`config.mk`:
```
export PLATFORM = sky130hd
export DESIGN_NAME = tgt_cmd_seq
export DESIGN_NICKNAME = d
export VERILOG_FILES = /design/src/rtl/tgt_seq_pkg.sv /design/src/rtl/tgt_op_decode.sv /design/src/rtl/tgt_seq_fsm.sv /design/src/rtl/tgt_status_bits.sv /design/src/rtl/tgt_cmd_seq.sv
export SDC_FILE = /design/constraint.sdc
export NUM_CORES = 1
export LEC_CHECK = 0
export BUFFER_PORTS_ARGS = -buffer_cell sky130_fd_sc_hd__buf_2
export CORE_MARGIN = 4
export CORE_UTILIZATION = 52
export CTS_CLUSTER_DIAMETER = 60
export DETAILED_ROUTE_END_ITERATION = 10
export GPL_TIMING_DRIVEN = 0
export PLACE_DENSITY = 0.86
export SLEW_MARGIN = 25
export SYNTH_ARGS = -nofsm -noshare
export SYNTH_HDL_FRONTEND = slang
export SYNTH_SLANG_ARGS = --single-unit
```
`constraint.sdc`:
```
create_clock -name clk -period 2 [get_ports clk]
set_clock_uncertainty 0.15 [all_clocks]
set_input_delay 0.4 -clock clk [delete_from_list [all_inputs] [get_ports clk]]
set_output_delay 0.4 -clock clk [all_outputs]
set_load 0.01 [all_outputs]
```
`src/rtl/tgt_seq_pkg.sv`:
```
package tgt_seq_pkg;

  typedef enum logic [1:0] {
    S_IDLE  = 2'd0,
    S_XFER  = 2'd1,
    S_DMSG  = 2'd2,
    S_DSTEP = 2'd3
  } seq_st_t;

  typedef enum logic [2:0] {
    OP_NONE = 3'd0,
    OP_MSG  = 3'd1,
    OP_STAT = 3'd2,
    OP_DATA = 3'd3,
    OP_DISC = 3'd4
  } op_kind_t;

  localparam logic [2:0] PH_NONE  = 3'b000;
  localparam logic [2:0] PH_DIN   = 3'b001;
  localparam logic [2:0] PH_STAT  = 3'b011;
  localparam logic [2:0] PH_MSGIN = 3'b111;

  localparam int unsigned NSTAT = 5;
  localparam int unsigned B_SO   = 0;
  localparam int unsigned B_SR   = 1;
  localparam int unsigned B_DISC = 2;
  localparam int unsigned B_ILL  = 3;
  localparam int unsigned B_BRST = 4;

endpackage

```
`src/rtl/tgt_op_decode.sv`:
```
module tgt_op_decode
  import tgt_seq_pkg::*;
#(
  parameter int unsigned OPW = 8
) (
  input  logic [OPW-1:0] op,
  output op_kind_t       kind,
  output logic [2:0]     op_ph
);
  localparam int unsigned BW = OPW - 1;

  logic [BW-1:0] base;

  // top bit is the DMA flag and takes no part in decoding
  assign base = op[BW-1:0];

  always_comb begin
    kind  = OP_NONE;
    op_ph = PH_NONE;
    if (base == BW'('h20)) begin
      kind  = OP_MSG;
      op_ph = PH_MSGIN;
    end else if (base == BW'('h21)) begin
      kind  = OP_STAT;
      op_ph = PH_STAT;
    end else if (base == BW'('h22)) begin
      kind  = OP_DATA;
      op_ph = PH_DIN;
    end else if (base == BW'('h23)) begin
      kind  = OP_DISC;
      op_ph = PH_MSGIN;
    end
  end
endmodule

```
`src/rtl/tgt_seq_fsm.sv`:
```
module tgt_seq_fsm
  import tgt_seq_pkg::*;
#(
  parameter int unsigned SDP_N = 2
) (
  input  logic             clk,
  input  logic             rst_n,
  input  logic             cmd_valid,
  input  op_kind_t         kind,
  input  logic [2:0]       op_ph,
  input  logic             tgt_mode,
  input  logic             atn,
  input  logic             atn_rise,
  input  logic             bus_rst,
  input  logic             rst_int_en,
  input  logic             byte_done,
  input  logic             byte_last,
  output seq_st_t          st,
  output logic [2:0]       phase,
  output logic             connected,
  output logic             cmd_clr,
  output logic [NSTAT-1:0] set_v,
  output logic             so_kill
);
  localparam int unsigned CW = (SDP_N < 2) ? 1 : $clog2(SDP_N + 1);

  seq_st_t    st_q, st_d;
  logic [2:0] ph_q, ph_d;
  logic       conn_q, conn_d;
  logic       cc_q, cc_d;
  logic [CW-1:0] cnt_q, cnt_d;

  always_comb begin
    st_d    = st_q;
    ph_d    = ph_q;
    conn_d  = conn_q;
    cc_d    = 1'b0;
    cnt_d   = cnt_q;
    set_v   = '0;
    so_kill = 1'b0;
    if (bus_rst) begin
      st_d   = S_IDLE;
      ph_d   = PH_NONE;
      conn_d = 1'b0;
      cnt_d  = '0;
      set_v[B_BRST] = rst_int_en;
    end else begin
      unique case (st_q)
        S_IDLE: begin
          if (cmd_valid && kind != OP_NONE) begin
            if (!tgt_mode) begin
              set_v[B_ILL] = 1'b1;
              cc_d         = 1'b1;
            end else begin
              conn_d = 1'b1;
              ph_d   = op_ph;
              cnt_d  = '0;
              st_d   = (kind == OP_DISC) ? S_DMSG : S_XFER;
            end
          end else if (atn_rise) begin
            set_v[B_SR] = 1'b1;
            so_kill     = 1'b1;
            cc_d        = 1'b1;
          end
        end
        S_XFER: begin
          if (atn) set_v[B_SR] = 1'b1;
          if (byte_done && byte_last) begin
            set_v[B_SO] = 1'b1;
            st_d        = S_IDLE;
          end
        end
        S_DMSG: begin
          if (atn) begin
            set_v[B_SO] = 1'b1;
            set_v[B_SR] = 1'b1;
            cc_d        = 1'b1;
            st_d        = S_IDLE;
          end else if (byte_done) begin
            if (cnt_q == CW'(SDP_N - 1)) begin
              cnt_d = '0;
              st_d  = S_DSTEP;
            end else begin
              cnt_d = cnt_q + 1'b1;
            end
          end
        end
        S_DSTEP: begin
          set_v[B_SO] = 1'b1;
          st_d        = S_IDLE;
          if (atn) begin
            set_v[B_SR] = 1'b1;
            cc_d        = 1'b1;
          end else begin
            set_v[B_DISC] = 1'b1;
            conn_d        = 1'b0;
            ph_d          = PH_NONE;
          end
        end
        default: st_d = S_IDLE;
      endcase
    end
  end

  always_ff @(posedge clk or negedge rst_n) begin
    if (!rst_n) begin
      st_q   <= S_IDLE;
      ph_q   <= PH_NONE;
      conn_q <= 1'b0;
      cc_q   <= 1'b0;
      cnt_q  <= '0;
    end else begin
      st_q   <= st_d;
      ph_q   <= ph_d;
      conn_q <= conn_d;
      cc_q   <= cc_d;
      cnt_q  <= cnt_d;
    end
  end

  assign st        = st_q;
  assign phase     = ph_q;
  assign connected = conn_q;
  assign cmd_clr   = cc_q;
endmodule

```
`src/rtl/tgt_status_bits.sv`:
```
module tgt_status_bits
  import tgt_seq_pkg::*;
(
  input  logic             clk,
  input  logic             rst_n,
  input  logic [NSTAT-1:0] set_v,
  input  logic             so_kill,
  input  logic             stat_clr,
  output logic [NSTAT-1:0] stat
);
  logic [NSTAT-1:0] clr_v;

  always_comb begin
    clr_v = {NSTAT{stat_clr}};
    clr_v[B_SO] = stat_clr | so_kill;
  end

  for (genvar gi = 0; gi < NSTAT; gi++) begin : g_bit
    logic en;
    assign en = set_v[gi] | clr_v[gi];
    always_ff @(posedge clk or negedge rst_n) begin
      if (!rst_n)  stat[gi] <= 1'b0;
      else if (en) stat[gi] <= set_v[gi];
    end
  end
endmodule

```
`src/rtl/tgt_cmd_seq.sv`:
```
module tgt_cmd_seq
  import tgt_seq_pkg::*;
#(
  parameter int unsigned OPW    = 8,
  parameter int unsigned SDP_N  = 2,
  parameter int unsigned SYNC_N = 2
) (
  input  logic           clk,
  input  logic           rst_n,
  input  logic           cmd_valid,
  input  logic [OPW-1:0] cmd_op,
  input  logic           tgt_mode,
  input  logic           atn_in,
  input  logic           bus_rst,
  input  logic           rst_int_en,
  input  logic           byte_done,
  input  logic           byte_last,
  input  logic           stat_clr,
  output logic [2:0]     phase,
  output logic           connected,
  output logic           cmd_clr,
  output logic           st_so,
  output logic           st_sr,
  output logic           st_disc,
  output logic           st_ill,
  output logic           st_brst
);
  logic [SYNC_N-1:0] rs_q;
  logic              rst_sn;
  logic              atn_q;
  logic              atn_rise;
  op_kind_t          kind;
  logic [2:0]        op_ph;
  seq_st_t           seq_st;
  logic              seq_busy;
  logic [NSTAT-1:0]  set_v;
  logic              so_kill;
  logic [NSTAT-1:0]  stat;

  always_ff @(posedge clk or negedge rst_n) begin
    if (!rst_n) rs_q <= '0;
    else        rs_q <= {rs_q[SYNC_N-2:0], 1'b1};
  end
  assign rst_sn = rs_q[SYNC_N-1];

  always_ff @(posedge clk or negedge rst_sn) begin
    if (!rst_sn) atn_q <= 1'b0;
    else         atn_q <= atn_in;
  end
  assign atn_rise = atn_in & ~atn_q;

  tgt_op_decode #(.OPW(OPW)) u_dec (
    .op    (cmd_op),
    .kind  (kind),
    .op_ph (op_ph)
  );

  tgt_seq_fsm #(.SDP_N(SDP_N)) u_fsm (
    .clk        (clk),
    .rst_n      (rst_sn),
    .cmd_valid  (cmd_valid),
    .kind       (kind),
    .op_ph      (op_ph),
    .tgt_mode   (tgt_mode),
    .atn        (atn_in),
    .atn_rise   (atn_rise),
    .bus_rst    (bus_rst),
    .rst_int_en (rst_int_en),
    .byte_done  (byte_done),
    .byte_last  (byte_last),
    .st         (seq_st),
    .phase      (phase),
    .connected  (connected),
    .cmd_clr    (cmd_clr),
    .set_v      (set_v),
    .so_kill    (so_kill)
  );

  tgt_status_bits u_stat (
    .clk      (clk),
    .rst_n    (rst_sn),
    .set_v    (set_v),
    .so_kill  (so_kill),
    .stat_clr (stat_clr),
    .stat     (stat)
  );

  assign seq_busy = (seq_st != S_IDLE);
  assign st_so   = stat[B_SO];
  assign st_sr   = stat[B_SR];
  assign st_disc = stat[B_DISC];
  assign st_ill  = stat[B_ILL];
  assign st_brst = stat[B_BRST];
endmodule

```
# Yosys cells after proc, flatten, opt, wreduce, memory -nomap -nowiden
# Cells that the tools add are included.
op_classes:
  n_bitwise: 8
  mux: 53
  reduce_logical: 11
  n_addsub: 1
  n_eq_ne: 17
ops:
  columns: ["operator", "n"]
  rows:
  - ["3-bit 2-to-1 mux", 12]
  - ["2-bit 2-to-1 mux", 15]
  - ["7-bit by 6-bit == test with 1-bit output (second input constant)", 4]
  - ["1-bit 2-to-1 mux", 18]
  - ["3-bit != test (second input constant)", 4]
  - ["5-bit AND reduction", 2]
  - ["3-bit nonzero test", 3]
  - ["2-bit one-hot mux with 4 select lines", 1]
  - ["3-bit by 2-bit != test with 1-bit output (second input constant)", 2]
  - ["1-bit bitwise OR", 6]
  - ["1-bit one-hot mux with 3 select lines", 2]
  - ["3-bit one-hot mux with 2 select lines", 1]
  - ["2-bit by 1-bit == test with 1-bit output (second input constant)", 2]
  - ["2-bit == test (second input constant)", 2]
  - ["4-bit 2-to-1 mux", 1]
  - ["4-bit by 3-bit != test with 1-bit output (second input constant)", 1]
  - ["4-bit != test (second input constant)", 1]
  - ["1-bit one-hot mux with 2 select lines", 2]
  - ["2-bit one-hot mux with 2 select lines", 1]
  - ["4-bit AND reduction", 1]
  - ["2-bit OR reduction", 2]
  - ["3-bit == test (second input constant)", 1]
  - ["2-bit by 1-bit adder with 2-bit output (second input constant)", 1]
  - ["1-bit logical AND", 2]
  - ["other kinds (3)", 3]
word_totals:
  register_bits: 17
  out_inout_bits: 10
  word_cells: 102

# Depth between registers and ports, before layout
depth:
  depth_word: 12
  ltp_mapped: 4

# By module
# From an unflattened synthesis, not the netlist that was laid out.
unflattened:
  cells_unflattened: 93
  hier_area_um2: 957.2
by_module_without_submodules:
  columns: ["mod", "cells_each", "n_inst", "area_per_inst_um2"]
  rows:
  - ["tgt_seq_fsm", 65, 1, 598.1]
  - ["tgt_status_bits", 12, 1, 170.2]
  - ["tgt_op_decode", 11, 1, 96.3]
  - ["tgt_cmd_seq", 5, 1, 92.6]

# Worst setup path before layout
# No wires, ideal clock.
synth_path:
  path_kind: "input to register"
  startpoint: "input cmd_op[4]"
  endpoint: "register u_fsm.st_q[0] (netlist: u_fsm.st[0])"
  stages: 4
  t_arrival_ns: 1.674
  setup_slack_ns: 0.075
  path_cell_list: "or3b_1 buf_6 or4_4 o311ai_2"
synth_between:
  elab_chain_cells: 11
synth_lines:
  columns: ["item", "line", "rtl"]
  rows:
  - ["start, declared", "tgt_cmd_seq.sv:11", "input logic [OPW-1:0] cmd_op,"]
  - ["7-bit by 6-bit == test with 1-bit output", "tgt_op_decode.sv:29", "end else if (base == BW'('h23)) begin"]
  - ["3-bit 2-to-1 mux", "tgt_op_decode.sv:29", null]
  - ["3-bit 2-to-1 mux", "tgt_op_decode.sv:26", "end else if (base == BW'('h22)) begin"]
  - ["3-bit 2-to-1 mux", "tgt_op_decode.sv:23", "end else if (base == BW'('h21)) begin"]
  - ["3-bit 2-to-1 mux (*)", "tgt_op_decode.sv:20", "if (base == BW'('h20)) begin"]
  - ["3-bit == test", "tgt_seq_fsm.sv:58", "st_d = (kind == OP_DISC) ? S_DMSG : S_XFER;"]
  - ["2-bit 2-to-1 mux", "tgt_seq_fsm.sv:58", null]
  - ["2-bit 2-to-1 mux", "tgt_seq_fsm.sv:51", "if (!tgt_mode) begin"]
  - ["2-bit 2-to-1 mux", "tgt_seq_fsm.sv:50", "if (cmd_valid && kind != OP_NONE) begin"]
  - ["2-bit one-hot mux with 4 select lines", "tgt_seq_fsm.sv:48", "unique case (st_q)"]
  - ["2-bit 2-to-1 mux", "tgt_seq_fsm.sv:41", "if (bus_rst) begin"]
  - ["end signal, assigned", "tgt_seq_fsm.sv:113", "st_q <= st_d;"]
  - ["end, declared", "tgt_seq_fsm.sv:27", "seq_st_t st_q, st_d;"]
# Mark *: on every way between the ends. The rest lies on a longest branch, timed or not. The select of a mux whose other input is x is not followed.
# A chain may end at the register's enable or synchronous reset.

# Worst setup path in the final report
layout_path:
  startpoint: "register u_fsm.st_q[0] (netlist: u_fsm.st[0])"
  endpoint: "register u_fsm.st_q[0] (netlist: u_fsm.st[0])"
layout_between:
  elab_chain_cells: 3
layout_lines:
  columns: ["item", "line"]
  rows:
  - ["2-bit == test, or another cell as far along", "tgt_seq_fsm.sv:48"]
  - ["4-bit by 3-bit != test with 1-bit output (no line), or another cell as far along", null]
  - ["5-bit AND reduction (no line) / 2-bit 2-to-1 mux (equally long branches)", null]
# Parallel ways exist; a longest one is shown, timed or not.

==> results_dict.tcl <==
set metrics [dict create \
    status "finished, final reports clean" \
    dpl_cell_area_um2 1000 \
    required_ps 2040 \
    layout_common_cells "buf_2, dfrtp_1, nand2_1" \
    clockBufferDepth 2 \
    num_io_pins 28 \
    firstDrtPassIters 4 \
    wl_met1_um 818 \
    vias 767 \
    nNetsFinal 133 \
    grt_pass1_vias 778 \
    synth_seq_area_share 0.501 \
    layout_setup_ws_ps 113 \
    rows 14 \
    grt_start_max_net_pins 16 \
    synth_edf_count 0 \
    clock.fmax_mhz 530 \
    postCtsSetupBuffers 0 \
    antenna_found_initial 0 \
    avgSynthCellArea_um2 10.2 \
    timing.rr.end "u_fsm.st[0]" \
    worstSetupStartpointType "register" \
    htreeDepth 1 \
    maxSlewViolCount 0 \
    startpoint "u_fsm.st[0]" \
    gr-usage-all-layers 0.183 \
    hold_class "register to asynchronous set/reset pin" \
    min_period_ps 1890 \
    dieArea_mm2 0.00234 \
    initial_core_util 0.557 \
    routed.top_layer "met4" \
    avgViaCountPerCell 5.90 \
    period_share 0.943 \
    syn_inst 83 \
    mostFrequentLayoutCell "buf_2" \
    rsz0062_at_grt "false" \
    cts_tree "built" \
    drtAntennaViolNets 0 \
    synth_area_um2 850 \
    nFillCells 126 \
    clock-sinks 17 \
    ir_worst_vdd_mv 0.497 \
    wl_mm 1.99 \
    powerDensity_mw_per_mm2 587 \
    n_antenna_cell 0 \
    met3_length_um 136 \
    fin_hold_ws_ps 104 \
    dr_wl_met2_mm 1.00 \
    fin_tns_setup_ps 0 \
    maxCapViolCount 0 \
    synthToLayoutAreaGrowth_pct 21.9 \
    reg2regPathDepth 3 \
    crit_type "register to register" \
    timing.rr.start "u_fsm.st[0]" \
    fin_area_mm2 0.00104 \
    drive_gt1_frac 0.325 \
    worstPathMaxFanout 3 \
    async_reset_ff_frac 1.00 \
    grt_overflow 0 \
    fin_cells 130 \
    clk_latency_ps 290 \
    synth_warnings 0 \
    synth_nets 101 \
    clkTransAtPathRegs_ps 100 \
    ys.flop_type "dfrtp_1" \
    r2r_setup_slack_ps 110 \
    final-setup-viol-count 0 \
    synth_seq_cells 17 \
    synth_cell_types 36 \
    die_h_um 48.4 \
    die_x_um 48.4 \
    clockRootBuffer "clkbuf_4" \
    grt_first_pass_wirelength_mm 3.47 \
    dp_hpwl_mm 1.46 \
    drcViolationCount 0 \
    dp_cells 125 \
    hold_viol 0 \
    p_leak_nw 0.488 \
    core-area_mm2 0.00152 \
    gp_congestion 0.754 \
    slew_headroom 0.572 \
    routedWlPerCell_um 15.3 \
    io_buffers 26 \
    dp_slack_ps -89.9 \
    drt_iter0_markers 28 \
    tightest_slew_ps 633 \
    cts_made_buffers 3 \
    end_kind "register" \
    arrival_ps 1930 \
]
## worst max-delay path, stage by stage (launching register included)
cell	delay [ps]
dfrtp_1	410
nor4b_1	600
or3b_2	530
o311ai_2	100
## final cells by class
cell class / count / area [µm²] / share of cell area
timing repair buffer: 27 / 140 / 0.135
multi-input combinational: 59 / 390 / 0.377
tap: 16 / 20.0 / 0.0193
inverter: 3 / 11.3 / 0.0109
clock buffer: 4 / 26.3 / 0.0254
sequential: 17 / 425 / 0.411
buffer: 4 / 22.5 / 0.0217
## cell families after synthesis
family          share of synthesized area
xor+xnor                           0.0103
flops                               0.501
simple gates                        0.262
buf+inv                            0.0398
compound gates                      0.183
other cells                       0.00441
## report_power, final
| part | switching [mW] | internal [mW] | total (mW) | leakage (nW) |
|---|---|---|---|---|
| Sequential | 0.00881 | 0.351 | 0.360 | 0.227 |
| Combinational | 0.0311 | 0.0305 | 0.0616 | 0.246 |
| Clock | 0.109 | 0.0776 | 0.186 | 0.0150 |
## timing repair
item	CTS	global route
hold buffers	1	0
endpoints found under the setup margin	0	0
resized for setup	0	0
hold endpoints to repair	2	0
## cell usage after synthesis (2+ instances only)
cell / count / area share
nor2_1: 3 / 0.013
o211ai_1: 3 / 0.027
dfrtp_1: 17 / 0.50
o22ai_1: 2 / 0.015
nor2b_1: 4 / 0.029
nor3_1: 3 / 0.018
a31o_2: 2 / 0.021
nand2_1: 7 / 0.031
nand3b_1: 3 / 0.027
nand3_1: 3 / 0.018
clkbuf_1: 3 / 0.013
or3b_2: 2 / 0.021
o21ai_0: 2 / 0.012
inv_1: 3 / 0.013
nor4b_1: 2 / 0.021
nand2b_1: 2 / 0.015
a21oi_1: 3 / 0.018
## how the worst max path moves through the flow
stage                        to  cells past startpoint  slack (ps)
CTS                 u_fsm.st[0]                      3         120
global route        u_fsm.st[0]                      3          30
global placement    u_fsm.st[0]                      5         -60
finish              u_fsm.st[0]                      3         110
detailed placement  u_fsm.st[0]                      5         -90
floorplan           u_fsm.st[0]                      4          80
## flip-flops by register name (all words and copies together), names as in the netlist
signal           flops
u_fsm.st             2
u_stat.stat          5
rs_q                 2
u_fsm.cnt_q          2
u_fsm.phase          3
u_fsm.cmd_clr        1
atn_q                1
u_fsm.connected      1
## metal layers
layer / vias up / GRT usage
met5: - / 0
met3: 6 / 0.0613
met2: 31 / 0.302
li1: 367 / -
met1: 363 / 0.213
met4: 0 / 0.0783
## through the flow
stage	utilization	power, mW
detailed placement	0.656	0.428
global placement	0.656	0.425
finish	0.680	0.608
CTS	0.680	0.610
floorplan	-	0.394
global route	0.680	0.638
Power figures use the tool's default switching activity.
